`config.mk`:
```
export PLATFORM = sky130hd
export DESIGN_NAME = halt_power_seq
export DESIGN_NICKNAME = d
export VERILOG_FILES = /design/src/rtl/halt_pkg.sv /design/src/rtl/halt_wake_enc.sv /design/src/rtl/halt_delay_cnt.sv /design/src/rtl/halt_fsm.sv /design/src/rtl/halt_clk_ctl.sv /design/src/rtl/halt_power_seq.sv
export SDC_FILE = /design/constraint.sdc
export NUM_CORES = 1
export LEC_CHECK = 0
export BUFFER_PORTS_ARGS = -buffer_cell sky130_fd_sc_hd__buf_2
export CORE_ASPECT_RATIO = 1.4
export CORE_MARGIN = 2
export CORE_UTILIZATION = 48
export DETAILED_ROUTE_END_ITERATION = 6
export PLACE_DENSITY = 0.78
export SYNTH_ARGS = -nofsm -noshare
export SYNTH_HDL_FRONTEND = slang
export SYNTH_SLANG_ARGS = --single-unit
```
`constraint.sdc`:
```
create_clock -name clk -period 1.2 [get_ports clk]
set_input_delay 0.12 -clock clk [delete_from_list [all_inputs] [get_ports clk]]
set_output_delay 0.12 -clock clk [all_outputs]
set_load 0.02 [all_outputs]
```
`src/rtl/halt_pkg.sv`:
```
package halt_pkg;
  typedef enum logic [1:0] {
    PS_RUN     = 2'd0,
    PS_HALTED  = 2'd1,
    PS_STARTUP = 2'd2,
    PS_VFETCH  = 2'd3
  } pstate_e;
endpackage

```
`src/rtl/halt_wake_enc.sv`:
```
// Lowest-index-wins encoder over the wakeup request lines.
module halt_wake_enc #(
  parameter int NUM_WAKE = 4,
  parameter int IDW      = (NUM_WAKE > 1) ? $clog2(NUM_WAKE) : 1
) (
  input  logic [NUM_WAKE-1:0] irq_i,
  output logic                any_o,
  output logic [IDW-1:0]      id_o
);
  always_comb begin
    id_o = '0;
    for (int i = NUM_WAKE - 1; i >= 0; i--) begin
      if (irq_i[i]) id_o = IDW'(i);
    end
  end

  assign any_o = |irq_i;
endmodule

```
`src/rtl/halt_delay_cnt.sv`:
```
// Start-up window counter; cleared by any reset request.
module halt_delay_cnt #(
  parameter int CYCLES = 64,
  localparam int CW    = (CYCLES > 1) ? $clog2(CYCLES) : 1
) (
  input  logic clk,
  input  logic rst_n,
  input  logic clr_i,
  input  logic run_i,
  output logic done_o
);
  localparam logic [CW-1:0] LAST = CW'(CYCLES - 1);

  logic [CW-1:0] cnt_q, cnt_d;

  assign done_o = (cnt_q == LAST);

  always_comb begin
    cnt_d = cnt_q;
    if (clr_i)                 cnt_d = '0;
    else if (run_i && !done_o) cnt_d = cnt_q + 1'b1;
  end

  always_ff @(posedge clk or negedge rst_n) begin
    if (!rst_n) cnt_q <= '0;
    else        cnt_q <= cnt_d;
  end

  // a reset request restarts the window
  a_r9_restart: assert property (@(posedge clk) disable iff (!rst_n)
    clr_i |=> (cnt_q == '0));
  // the count never runs past the window
  a_r6_bounded: assert property (@(posedge clk) disable iff (!rst_n)
    cnt_q <= LAST);
endmodule

```
`src/rtl/halt_fsm.sv`:
```
// Power-mode state machine with vector selection and entry pulses.
module halt_fsm
  import halt_pkg::*;
#(
  parameter int IDW = 2
) (
  input  logic           clk,
  input  logic           rst_n,
  input  logic           halt_strobe_i,
  input  logic           mode_en_i,
  input  logic           wdg_active_i,
  input  logic           wdg_halt_bit_i,
  input  logic           rst_req_i,
  input  logic           wake_any_i,
  input  logic [IDW-1:0] wake_id_i,
  input  logic           delay_done_i,
  output pstate_e        state_o,
  output logic           vec_is_reset_o,
  output logic [IDW-1:0] vec_id_o,
  output logic           clr_imask_o,
  output logic           full_halt_o,
  output logic           wdg_rst_o
);
  pstate_e        state_q, state_d;
  logic           vec_rst_q, vec_rst_d;
  logic [IDW-1:0] vec_id_q, vec_id_d;
  logic           clr_q, full_q, wdg_q;
  logic           wdg_block, halt_ok, in_run;

  assign in_run    = (state_q == PS_RUN) && !rst_req_i;
  assign wdg_block = wdg_active_i && wdg_halt_bit_i;
  assign halt_ok   = halt_strobe_i && mode_en_i && !wdg_block;

  always_comb begin
    state_d   = state_q;
    vec_rst_d = vec_rst_q;
    vec_id_d  = vec_id_q;
    if (rst_req_i) begin
      state_d = PS_STARTUP;
    end else begin
      unique case (state_q)
        PS_RUN:     if (halt_ok) state_d = PS_HALTED;
        PS_HALTED:  if (wake_any_i) begin
                      state_d   = PS_VFETCH;
                      vec_rst_d = 1'b0;
                      vec_id_d  = wake_id_i;
                    end
        PS_STARTUP: if (delay_done_i) begin
                      state_d   = PS_VFETCH;
                      vec_rst_d = 1'b1;
                      vec_id_d  = '0;
                    end
        PS_VFETCH:  state_d = PS_RUN;
        default:    state_d = PS_RUN;
      endcase
    end
  end

  always_ff @(posedge clk or negedge rst_n) begin
    if (!rst_n) begin
      state_q   <= PS_RUN;
      vec_rst_q <= 1'b0;
      vec_id_q  <= '0;
      clr_q     <= 1'b0;
      full_q    <= 1'b0;
      wdg_q     <= 1'b0;
    end else begin
      state_q   <= state_d;
      vec_rst_q <= vec_rst_d;
      vec_id_q  <= vec_id_d;
      clr_q     <= in_run && halt_ok;
      full_q    <= in_run && halt_strobe_i && !mode_en_i;
      wdg_q     <= in_run && halt_strobe_i && mode_en_i && wdg_block;
    end
  end

  assign state_o        = state_q;
  assign vec_is_reset_o = vec_rst_q;
  assign vec_id_o       = vec_id_q;
  assign clr_imask_o    = clr_q;
  assign full_halt_o    = full_q;
  assign wdg_rst_o      = wdg_q;

  // enabled halt enters the halted state
  a_r1_enter: assert property (@(posedge clk) disable iff (!rst_n)
    (state_q == PS_RUN && halt_strobe_i && mode_en_i && !wdg_block && !rst_req_i)
    |=> (state_q == PS_HALTED));
  // no exit without a wake source
  a_r5_stay: assert property (@(posedge clk) disable iff (!rst_n)
    (state_q == PS_HALTED && !rst_req_i && !wake_any_i) |=> (state_q == PS_HALTED));
  // interrupt wake fetches an interrupt vector
  a_r7_irq_vec: assert property (@(posedge clk) disable iff (!rst_n)
    (state_q == PS_HALTED && !rst_req_i && wake_any_i)
    |=> (state_q == PS_VFETCH && !vec_rst_q));
  // reset beats a simultaneous interrupt
  a_r8_reset_wins: assert property (@(posedge clk) disable iff (!rst_n)
    rst_req_i |=> (state_q == PS_STARTUP));
  // start-up holds until the window ends
  a_r6_hold: assert property (@(posedge clk) disable iff (!rst_n)
    (state_q == PS_STARTUP && !delay_done_i) |=> (state_q == PS_STARTUP));
  // vector fetch lasts one cycle
  a_r13_one_fetch: assert property (@(posedge clk) disable iff (!rst_n)
    (state_q == PS_VFETCH && !rst_req_i) |=> (state_q == PS_RUN));
  // disabled-mode halt leaves the run state alone
  a_r10_ignored: assert property (@(posedge clk) disable iff (!rst_n)
    full_q |-> (state_q == PS_RUN));
endmodule

```
`src/rtl/halt_clk_ctl.sv`:
```
// Clock-enable fan-out for CPU, peripherals and timer counters.
module halt_clk_ctl
  import halt_pkg::*;
#(
  parameter int              NUM_PERIPH   = 8,
  parameter logic [NUM_PERIPH-1:0] ALT_CLK_MASK = '0,
  parameter int              NUM_TMR      = 2,
  parameter int              TSW          = (NUM_TMR > 1) ? $clog2(NUM_TMR) : 1
) (
  input  pstate_e               state_i,
  input  logic [TSW-1:0]        tmr_sel_i,
  output logic                  cpu_clk_en_o,
  output logic [NUM_PERIPH-1:0] periph_clk_en_o,
  output logic [NUM_TMR-1:0]    tmr_clk_en_o
);
  logic awake;

  assign awake        = (state_i == PS_RUN) || (state_i == PS_VFETCH);
  assign cpu_clk_en_o = awake;

  for (genvar p = 0; p < NUM_PERIPH; p++) begin : g_periph
    assign periph_clk_en_o[p] = awake || ALT_CLK_MASK[p];
  end

  for (genvar t = 0; t < NUM_TMR; t++) begin : g_tmr
    assign tmr_clk_en_o[t] = awake || (tmr_sel_i == TSW'(t));
  end
endmodule

```
`src/rtl/halt_power_seq.sv`:
```
// Top: timer-backed halt sequencer.
module halt_power_seq
  import halt_pkg::*;
#(
  parameter int              NUM_WAKE       = 4,
  parameter int              NUM_PERIPH     = 8,
  parameter logic [NUM_PERIPH-1:0] ALT_CLK_MASK = 8'h81,
  parameter int              NUM_TMR        = 2,
  parameter int              STARTUP_CYCLES = 64,
  localparam int             IDW = (NUM_WAKE > 1) ? $clog2(NUM_WAKE) : 1,
  localparam int             TSW = (NUM_TMR > 1) ? $clog2(NUM_TMR) : 1
) (
  input  logic                  clk,
  input  logic                  rst_n,
  input  logic                  halt_strobe,
  input  logic                  halt_mode_en,
  input  logic                  wdg_active,
  input  logic                  wdg_halt_bit,
  input  logic                  rst_req,
  input  logic [NUM_WAKE-1:0]   wake_irq,
  input  logic [TSW-1:0]        tmr_sel,
  output logic                  cpu_clk_en,
  output logic [NUM_PERIPH-1:0] periph_clk_en,
  output logic [NUM_TMR-1:0]    tmr_clk_en,
  output logic                  clr_imask,
  output logic                  vec_fetch,
  output logic                  vec_is_reset,
  output logic [IDW-1:0]        vec_id,
  output logic                  full_halt_req,
  output logic                  wdg_rst_req,
  output logic [1:0]            dbg_state
);
  logic [1:0]     rst_sync_q;
  logic           rst_sn;
  logic           wake_any, delay_done;
  logic [IDW-1:0] wake_id;
  pstate_e        state;

  // asynchronous assert, synchronous release
  always_ff @(posedge clk or negedge rst_n) begin
    if (!rst_n) rst_sync_q <= 2'b00;
    else        rst_sync_q <= {rst_sync_q[0], 1'b1};
  end
  assign rst_sn = rst_sync_q[1];

  halt_wake_enc #(.NUM_WAKE(NUM_WAKE), .IDW(IDW)) u_enc (
    .irq_i (wake_irq),
    .any_o (wake_any),
    .id_o  (wake_id)
  );

  halt_delay_cnt #(.CYCLES(STARTUP_CYCLES)) u_cnt (
    .clk    (clk),
    .rst_n  (rst_sn),
    .clr_i  (rst_req),
    .run_i  (state == PS_STARTUP),
    .done_o (delay_done)
  );

  halt_fsm #(.IDW(IDW)) u_fsm (
    .clk            (clk),
    .rst_n          (rst_sn),
    .halt_strobe_i  (halt_strobe),
    .mode_en_i      (halt_mode_en),
    .wdg_active_i   (wdg_active),
    .wdg_halt_bit_i (wdg_halt_bit),
    .rst_req_i      (rst_req),
    .wake_any_i     (wake_any),
    .wake_id_i      (wake_id),
    .delay_done_i   (delay_done),
    .state_o        (state),
    .vec_is_reset_o (vec_is_reset),
    .vec_id_o       (vec_id),
    .clr_imask_o    (clr_imask),
    .full_halt_o    (full_halt_req),
    .wdg_rst_o      (wdg_rst_req)
  );

  halt_clk_ctl #(
    .NUM_PERIPH(NUM_PERIPH), .ALT_CLK_MASK(ALT_CLK_MASK),
    .NUM_TMR(NUM_TMR), .TSW(TSW)
  ) u_clk (
    .state_i         (state),
    .tmr_sel_i       (tmr_sel),
    .cpu_clk_en_o    (cpu_clk_en),
    .periph_clk_en_o (periph_clk_en),
    .tmr_clk_en_o    (tmr_clk_en)
  );

  assign vec_fetch = (state == PS_VFETCH);
  assign dbg_state = state;

  // mask-clear pulse only in the halted state
  a_r2_clr_in_halt: assert property (@(posedge clk) disable iff (!rst_sn)
    clr_imask |-> (dbg_state == 2'd1));
  // CPU clock is off while halted or starting up
  a_r4_cpu_off: assert property (@(posedge clk) disable iff (!rst_sn)
    (dbg_state == 2'd1 || dbg_state == 2'd2) |-> !cpu_clk_en);
  // only the selected timer keeps its clock while asleep
  a_r4_one_timer: assert property (@(posedge clk) disable iff (!rst_sn)
    !cpu_clk_en |-> ($countones(tmr_clk_en) == 1));
  // watchdog reset never coincides with entering the halt
  a_r11_wdg_excl: assert property (@(posedge clk) disable iff (!rst_sn)
    wdg_rst_req |-> (dbg_state == 2'd0 && !clr_imask));
endmodule

```
==> results of run 1 <==
-- layout make-up --
cell class / count / area (µm²)
inverter: 7 / 28.78
clock buffer: 4 / 36.28
tap: 20 / 25.02
multi-input combinational: 56 / 513.0
fill: 89 / 259.0
timing repair buffer: 61 / 491.7
sequential: 16 / 402.9
-- cell usage after synthesis --
cell and n:
a211oi_1 1, a21oi_1 2, a31oi_1 3, and2_1 1, and3_1 1, and3_2 2
buf_4 9, clkbuf_1 1, conb_1 1, dfrtp_1 16, ha_1 5, inv_1 7
mux2_4 3, mux2i_1 2, nand2_1 3, nand2_2 1, nand2b_1 1, nand3_1 1
nand3_2 1, nor2_1 13, nor3_1 2, nor4_1 1, o2111ai_1 1, o211ai_1 2
o21a_4 1, o31a_2 1, or4_4 1, xnor2_1 2, xor2_1 2
-- worst max-delay path by stage --
stage	end	cells after the start	startpoint	slack, ps
5_1_grt	u_fsm.vec_is_reset_o	4	u_fsm.state_o[0]	-640
2_1_floorplan	u_fsm.vec_id_o[0]	6	u_fsm.state_o[0]	-700
3_3_place_gp	u_fsm.vec_id_o[0]	5	u_cnt.cnt_q[0]	-600
3_5_place_dp	u_fsm.vec_is_reset_o	5	u_cnt.cnt_q[1]	-640
6_report	u_fsm.vec_is_reset_o	5	u_fsm.state_o[0]	-610
4_1_cts	u_fsm.vec_is_reset_o	5	u_cnt.cnt_q[0]	-570
-- kinds of logic after synthesis --
logic type	Yosys count	synth area share, %
buffers and inverters	17	10.94
multiplexers	5	7.293
XOR/XNOR	4	3.928
AND/OR/NAND/NOR	28	15.99
flip-flops	16	44.88
other	1	0.4204
AO/OA/AOI/OAI	11	9.537
adder cells (fa/ha/maj)	5	7.013
-- critical path, delay by kind of cell (launching register included) --
kind / cells / cell delay [ps]
and+or+nand+nor: 1 / 560
adders and majority gates: 1 / 280
DFF: 1 / 420
muxes: 1 / 310
buffers and inverters: 2 / 110
-- stage by stage --
step / area, µm² / instances / hold slack [ps]
floorplan: 938.4 / 89 / -175.6
global placement: 1184 / 148 / -95.05
detailed placement: 1184 / 148 / -92.63
CTS: 1450 / 164 / 3.796
global route: 1498 / 164 / 13.35
finish: 1498 / 164 / 18.24
-- per-layer routing --
metal / wire length [µm] / vias up / track usage (%) / part of all wire [%]
met5: 0 / - / 0 / 0
met4: 203 / 0 / 16.67 / 6.4
met3: 153 / 21 / 7.600 / 4.8
met2: 1671 / 51 / 48.68 / 53
met1: 1140 / 451 / 26.85 / 36
li1: - / 395 / - / -
-- registers in the layout (all words and copies together) (netlist names) --
name                  count
u_fsm.vec_is_reset_o      1
u_fsm.state_o             2
u_fsm.vec_id_o            2
u_cnt.cnt_q               6
u_fsm.wdg_rst_o           1
u_fsm.full_halt_o         1
rst_sync_q                2
u_fsm.clr_imask_o         1
-- what timing repair did --
| action | in CTS | in global routing |
|---|---|---|
| endpoints found under the hold margin | 3 | 0 |
| endpoints found under the setup margin | 23 | 26 |
| gates resized for setup | 36 | 17 |
| hold buffers | 3 | 0 |
| pin swaps | 17 | 14 |
| buffers inserted | 10 | 7 |
-- power by group through the flow --
| stage | Combinational [µW] | Sequential [µW] | Clock (µW) |
|---|---|---|---|
| 6_report | 1330 | 687 | 370 |
| 2_1_floorplan | 548 | 739 | 0 |
| 3_3_place_gp | 820 | 683 | 0 |
| 5_1_grt | 1390 | 694 | 397 |
| 4_1_cts | 1160 | 676 | 365 |
| 3_5_place_dp | 848 | 687 | 0 |
==> results.txt, run 1 <==
commonest non-fill, non-tap cell in the layout - buf_4
Detail Route Antenna Nets - 0
Core Area - 1757 µm²
status - finished, violations left
io pins - 32
CP max stage delay - 560 ps
Die Span X - 40.44 µm
CP Cell Sequence - inv_4, ha_4, inv_2, or4_4, mux2_4
Cell Area, Synth - 892.1 µm²
first-pass GRT wire length - 3.926 mm
Num CTS Buffers - 3
wire per inst - 19.32 µm
Synth top area share - 44.88%
RSZ-0062 raised after global routing - true
GP Congestion - 0.7645
Fin. Hold Viols - 0
WHS Endpoint - u_fsm.full_halt_o
routed wire length - 3.169 mm
pin count of the biggest net entering global routing - 11
DRC - 0
Clk pwr share - 15.5%
pre-CTS WS - -638.6 ps
register area share after synthesis - 44.88%
r2r setup slk - -610 ps
Worst Reg2Reg Path Length in Cells - 5
top area cells in the synthesized netlist - dfrtp_1 (45%), buf_4 (7.6%), ha_1 (7.0%)
# diodes - 0
arrival time at the worst endpoint - 1990 ps
setup TNS - -7896 ps
Comb pwr share - 55.7%
Static Leak - 0.0007442 µW
Sw Ratio - 36.49%
commonest cells after routing, fill and taps aside - buf_4 (21), buf_6 (19), buf_2 (18), dfrtp_1 (14), nor2_1 (11)
Die Y - 55.01 µm
share of cells above drive strength 1 - 64.58%
clock sinks - 16
f_max - 553.3 MHz
Vias/cell - 5.598
slowest CP cell - or4_4
#FFs+latches synth - 16
initial antenna violation count - 0
class of the most critical hold timing path - in -> reg
pwr/cell area - 1591 nW/µm²
FP Rows - 18
grt total ovfl - 0
Avg Inst Size Synth - 10.25 µm²
final period demand of the worst path - 1807 ps
sequential power share - 28.8%
WP data required - 1390 ps
P_sw - 869.8 µW
utilization after layout - 85.26%
clk buf depth - 2
layout net count - 162
CP max FO - 3
MaxCap Viol Count - 0
Max VDD drop - 1.203 mV
Vias - 918
hold_sp - halt_mode_en
Tot GR Track Use - 27.46%
RR Endpoint - u_fsm.vec_is_reset_o
Mapped Cells - 87
clk_lat worst skew - 300 ps
final worst slack - -607.3 ps
CP startpoint kind - register
TritonRoute pass-1 iters - 4
leading area contributor after synthesis - dfrtp_1
H-tree levels - 1
Crit. End Element - register
final period utilization - 150.6%
vias in the first global route - 876
Yosys warning count - 0
source of the worst register-to-register timing path - u_fsm.state_o[0]
die footprint - 2224 µm²
final setup violation count - 24
Setup CP Type - reg -> reg
Port-buffer cells - 29
internal power - 1514 µW
DRT iter0 DRCs - 22
total power - 2383 µW
failing checks - negative setup slack
CTS tree - built
hpwl dp - 1.561 mm
Distinct cells, synth - 29
Starting Density - 50.78%
max-slew violations - 0
Clock Tree Root - clkbuf_4
hold path cells - 2
Clock transition at path regs - 100 ps
area grow syn2layout - 67.88%
clk_skew - 4.949 ps
Note: power is estimated with default switching activity, not from simulation.
==> run 2, diff against run 1 <==
--- a/config.mk
+++ b/config.mk
@@ -5,12 +5,14 @@
 export SDC_FILE = /design/constraint.sdc
 export NUM_CORES = 1
 export LEC_CHECK = 0
+export ABC_AREA = 1
 export BUFFER_PORTS_ARGS = -buffer_cell sky130_fd_sc_hd__buf_2
+export CAP_MARGIN = 25
 export CORE_ASPECT_RATIO = 1.4
-export CORE_MARGIN = 2
+export CORE_MARGIN = 8
 export CORE_UTILIZATION = 48
 export DETAILED_ROUTE_END_ITERATION = 6
-export PLACE_DENSITY = 0.78
+export PLACE_DENSITY = 0.77
 export SYNTH_ARGS = -nofsm -noshare
 export SYNTH_HDL_FRONTEND = slang
 export SYNTH_SLANG_ARGS = --single-unit
==> run 2 against run 1 <==
The flow still finishes with violations (negative setup slack); final cell count up 9.1%; wire length up 8.8%; synthesized area up 3.9%; critical path depth unchanged; cell area down 2.1%; via count up 8.1%; first-iteration DRC count up 91%; worst hold slack better by 15 ps; combinational power up 140%; flip-flop and latch count unchanged; sequential share of layout area up 0.57 points; setup slack better by 230 ps; critical endpoint is now tmr_clk_en[1]; highest routed layer unchanged.
==> results.txt, run 2 <==
initial antenna violation count - 0
Cell Area, Synth - 927.1 µm²
Num CTS Buffers - 3
Clock Tree Root - clkbuf_4
commonest non-fill, non-tap cell in the layout - nand2_1
final setup violation count - 23
Static Leak - 0.0006927 µW
register area share after synthesis - 43.18%
vias in the first global route - 1042
Mapped Cells - 112
Detail Route Antenna Nets - 0
io pins - 32
Core Area - 1902 µm²
Comb pwr share - 73.5%
CP Cell Sequence - inv_4, ha_4, inv_6, or2_4, buf_6
CP Depth - 5
Synth top area share - 43.18%
Avg Inst Size Synth - 8.278 µm²
first-pass GRT wire length - 4.836 mm
status - finished, violations left
final period demand of the worst path - 1573 ps
final hold slack - 33.37 ps
clk buf depth - 2
Tot GR Track Use - 18.03%
WP data required - 1080 ps
Largest register FFs - 6
slowest CP cell - dfrtp_2
grt total ovfl - 0
arrival time at the worst endpoint - 1450 ps
class of the most critical hold timing path - in -> reg
ys flop type - dfrtp_1
layout net count - 176
hpwl dp - 1.807 mm
CTS tree - built
pre-CTS WS - -74.21 ps
leading area contributor after synthesis - dfrtp_1
hold_sp - halt_mode_en
FP Rows - 19
commonest cells after routing, fill and taps aside - nand2_1 (24), buf_2 (17), buf_6 (16), dfrtp_1 (14), buf_4 (13)
Buf+Inv Stages, Crit Path - 3
placed instance area - 1174 µm²
TritonRoute pass-1 iters - 4
Vias/cell - 5.542
hold path cells - 2
H-tree levels - 1
RR Endpoint - u_fsm.vec_id_o[0]
die footprint - 3614 µm²
top area cells in the synthesized netlist - dfrtp_1 (43%), nand2_1 (11%), ha_1 (6.7%)
r2r setup slk - -300 ps
internal power - 2368 µW
Port-buffer cells - 29
CP max FO - 4
setup TNS - -5065 ps
synth cell count leaders - nand2_1 (26), dfrtp_1 (16), nand3_1 (11)
utilization after layout - 77.11%
max-slew violations - 0
#FFs+latches synth - 16
Setup CP Type - reg -> out
P_sw - 1896 µW
Die Y - 68 µm
clock sinks - 16
source of the worst register-to-register timing path - u_fsm.state_o[0]
Die Span X - 53.15 µm
DRT iter0 DRCs - 42
Post-synth EDFFs - 0
share of cells above drive strength 1 - 50.00%
f_max - 635.7 MHz
WHS Endpoint - u_fsm.full_halt_o
Worst Reg2Reg Path Length in Cells - 9
MaxCap Viol Count - 0
CP startpoint kind - register
# diodes - 0
Max VDD drop - 2.524 mV
CP max stage delay - 410 ps
Distinct cells, synth - 21
Reg with most FFs - u_cnt.cnt_q
sequential power share - 17.6%
Clk pwr share - 9.0%
DRC - 0
CP delay by family, top - flip-flops
Vias - 992
post-route cell area - 1466 µm²
Sw Ratio - 44.47%
clk_lat worst skew - 310 ps
Crit. End Element - primary output
Yosys warning count - 0
final period utilization - 131.1%
GP Congestion - 0.7607
RSZ-0062 raised after global routing - true
final worst slack - -372.9 ps
Clock transition at path regs - 110 ps
pin count of the biggest net entering global routing - 15
Fin. Hold Viols - 0
pwr/cell area - 2908 nW/µm²
failing checks - negative setup slack
Starting Density - 48.75%
clk_skew - 12.09 ps
Synth async-reset ratio - 100.0%
most frequent cell after synthesis - nand2_1
wire per inst - 19.27 µm
area grow syn2layout - 58.17%
routed wire length - 3.449 mm
-- run 2: cell count changes after synthesis, moves of 3 or more --
cell     before  now
nand2_1       3   26
nand3_1       1   11
o21ai_1       0    7
nand4_1       0    4
a31oi_1       3    0
mux2_4        3    0
nor2_1       13   10
nor2_2        0    3
-- run 2: repair_timing --
item	CTS	global route
hold buffers	1	0
gates cloned	0	0
setup buffers	6	2
endpoints found under the hold margin	2	0
setup endpoints to repair	20	23
resized for setup	35	13
pin swaps	2	3
-- run 2: how the worst max path moves through the flow --
stage	endpoint	from	slack, ps
finish	tmr_clk_en[1]	u_fsm.state_o[0]	-370
global route	tmr_clk_en[1]	u_fsm.state_o[0]	-400
CTS	tmr_clk_en[1]	u_fsm.state_o[1]	-320
detailed placement	tmr_clk_en[1]	u_fsm.state_o[1]	-70
global placement	tmr_clk_en[1]	u_fsm.state_o[0]	-30
floorplan	u_fsm.vec_id_o[0]	u_fsm.state_o[1]	-80
-- run 2: logic make-up after synthesis --
family / Yosys count / synth area share (%)
flops: 16 / 43.18
compound gates: 10 / 6.071
fa+ha+maj: 5 / 6.748
simple gates: 60 / 31.17
other cells: 1 / 0.4045
xor+xnor: 2 / 1.890
buf+inv: 18 / 10.53
-- run 2: layout make-up --
type                            count  area [µm²]
Tap cell                           21       26.28
Multi-Input combinational cell     80       565.5
Fill cell                         106       435.4
Inverter                           10       47.55
Timing Repair Buffer               48       387.9
Sequential cell                    16       402.9
Clock buffer                        4       36.28
-- run 2: power groups by stage --
stage / registers (µW) / logic [µW] / clock network, µW
after floorplan: 858 / 1420 / 0
after global placement: 735 / 1950 / 0
after detailed placement: 744 / 1990 / 0
after CTS: 734 / 2740 / 366
after global routing: 757 / 3280 / 405
final: 749 / 3130 / 383
-- run 2: through the flow --
step | power (µW) | instances
after floorplan | 2280 | 114
after global placement | 2682 | 166
after detailed placement | 2730 | 166
after CTS | 3839 | 177
after global routing | 4446 | 179
final | 4264 | 179
-- run 2: routing by layer --
layer	track usage [%]	routed length [µm]
met4	9.494	158
met3	3.478	207
met5	0	0
met1	16.41	1136
met2	35.44	1946
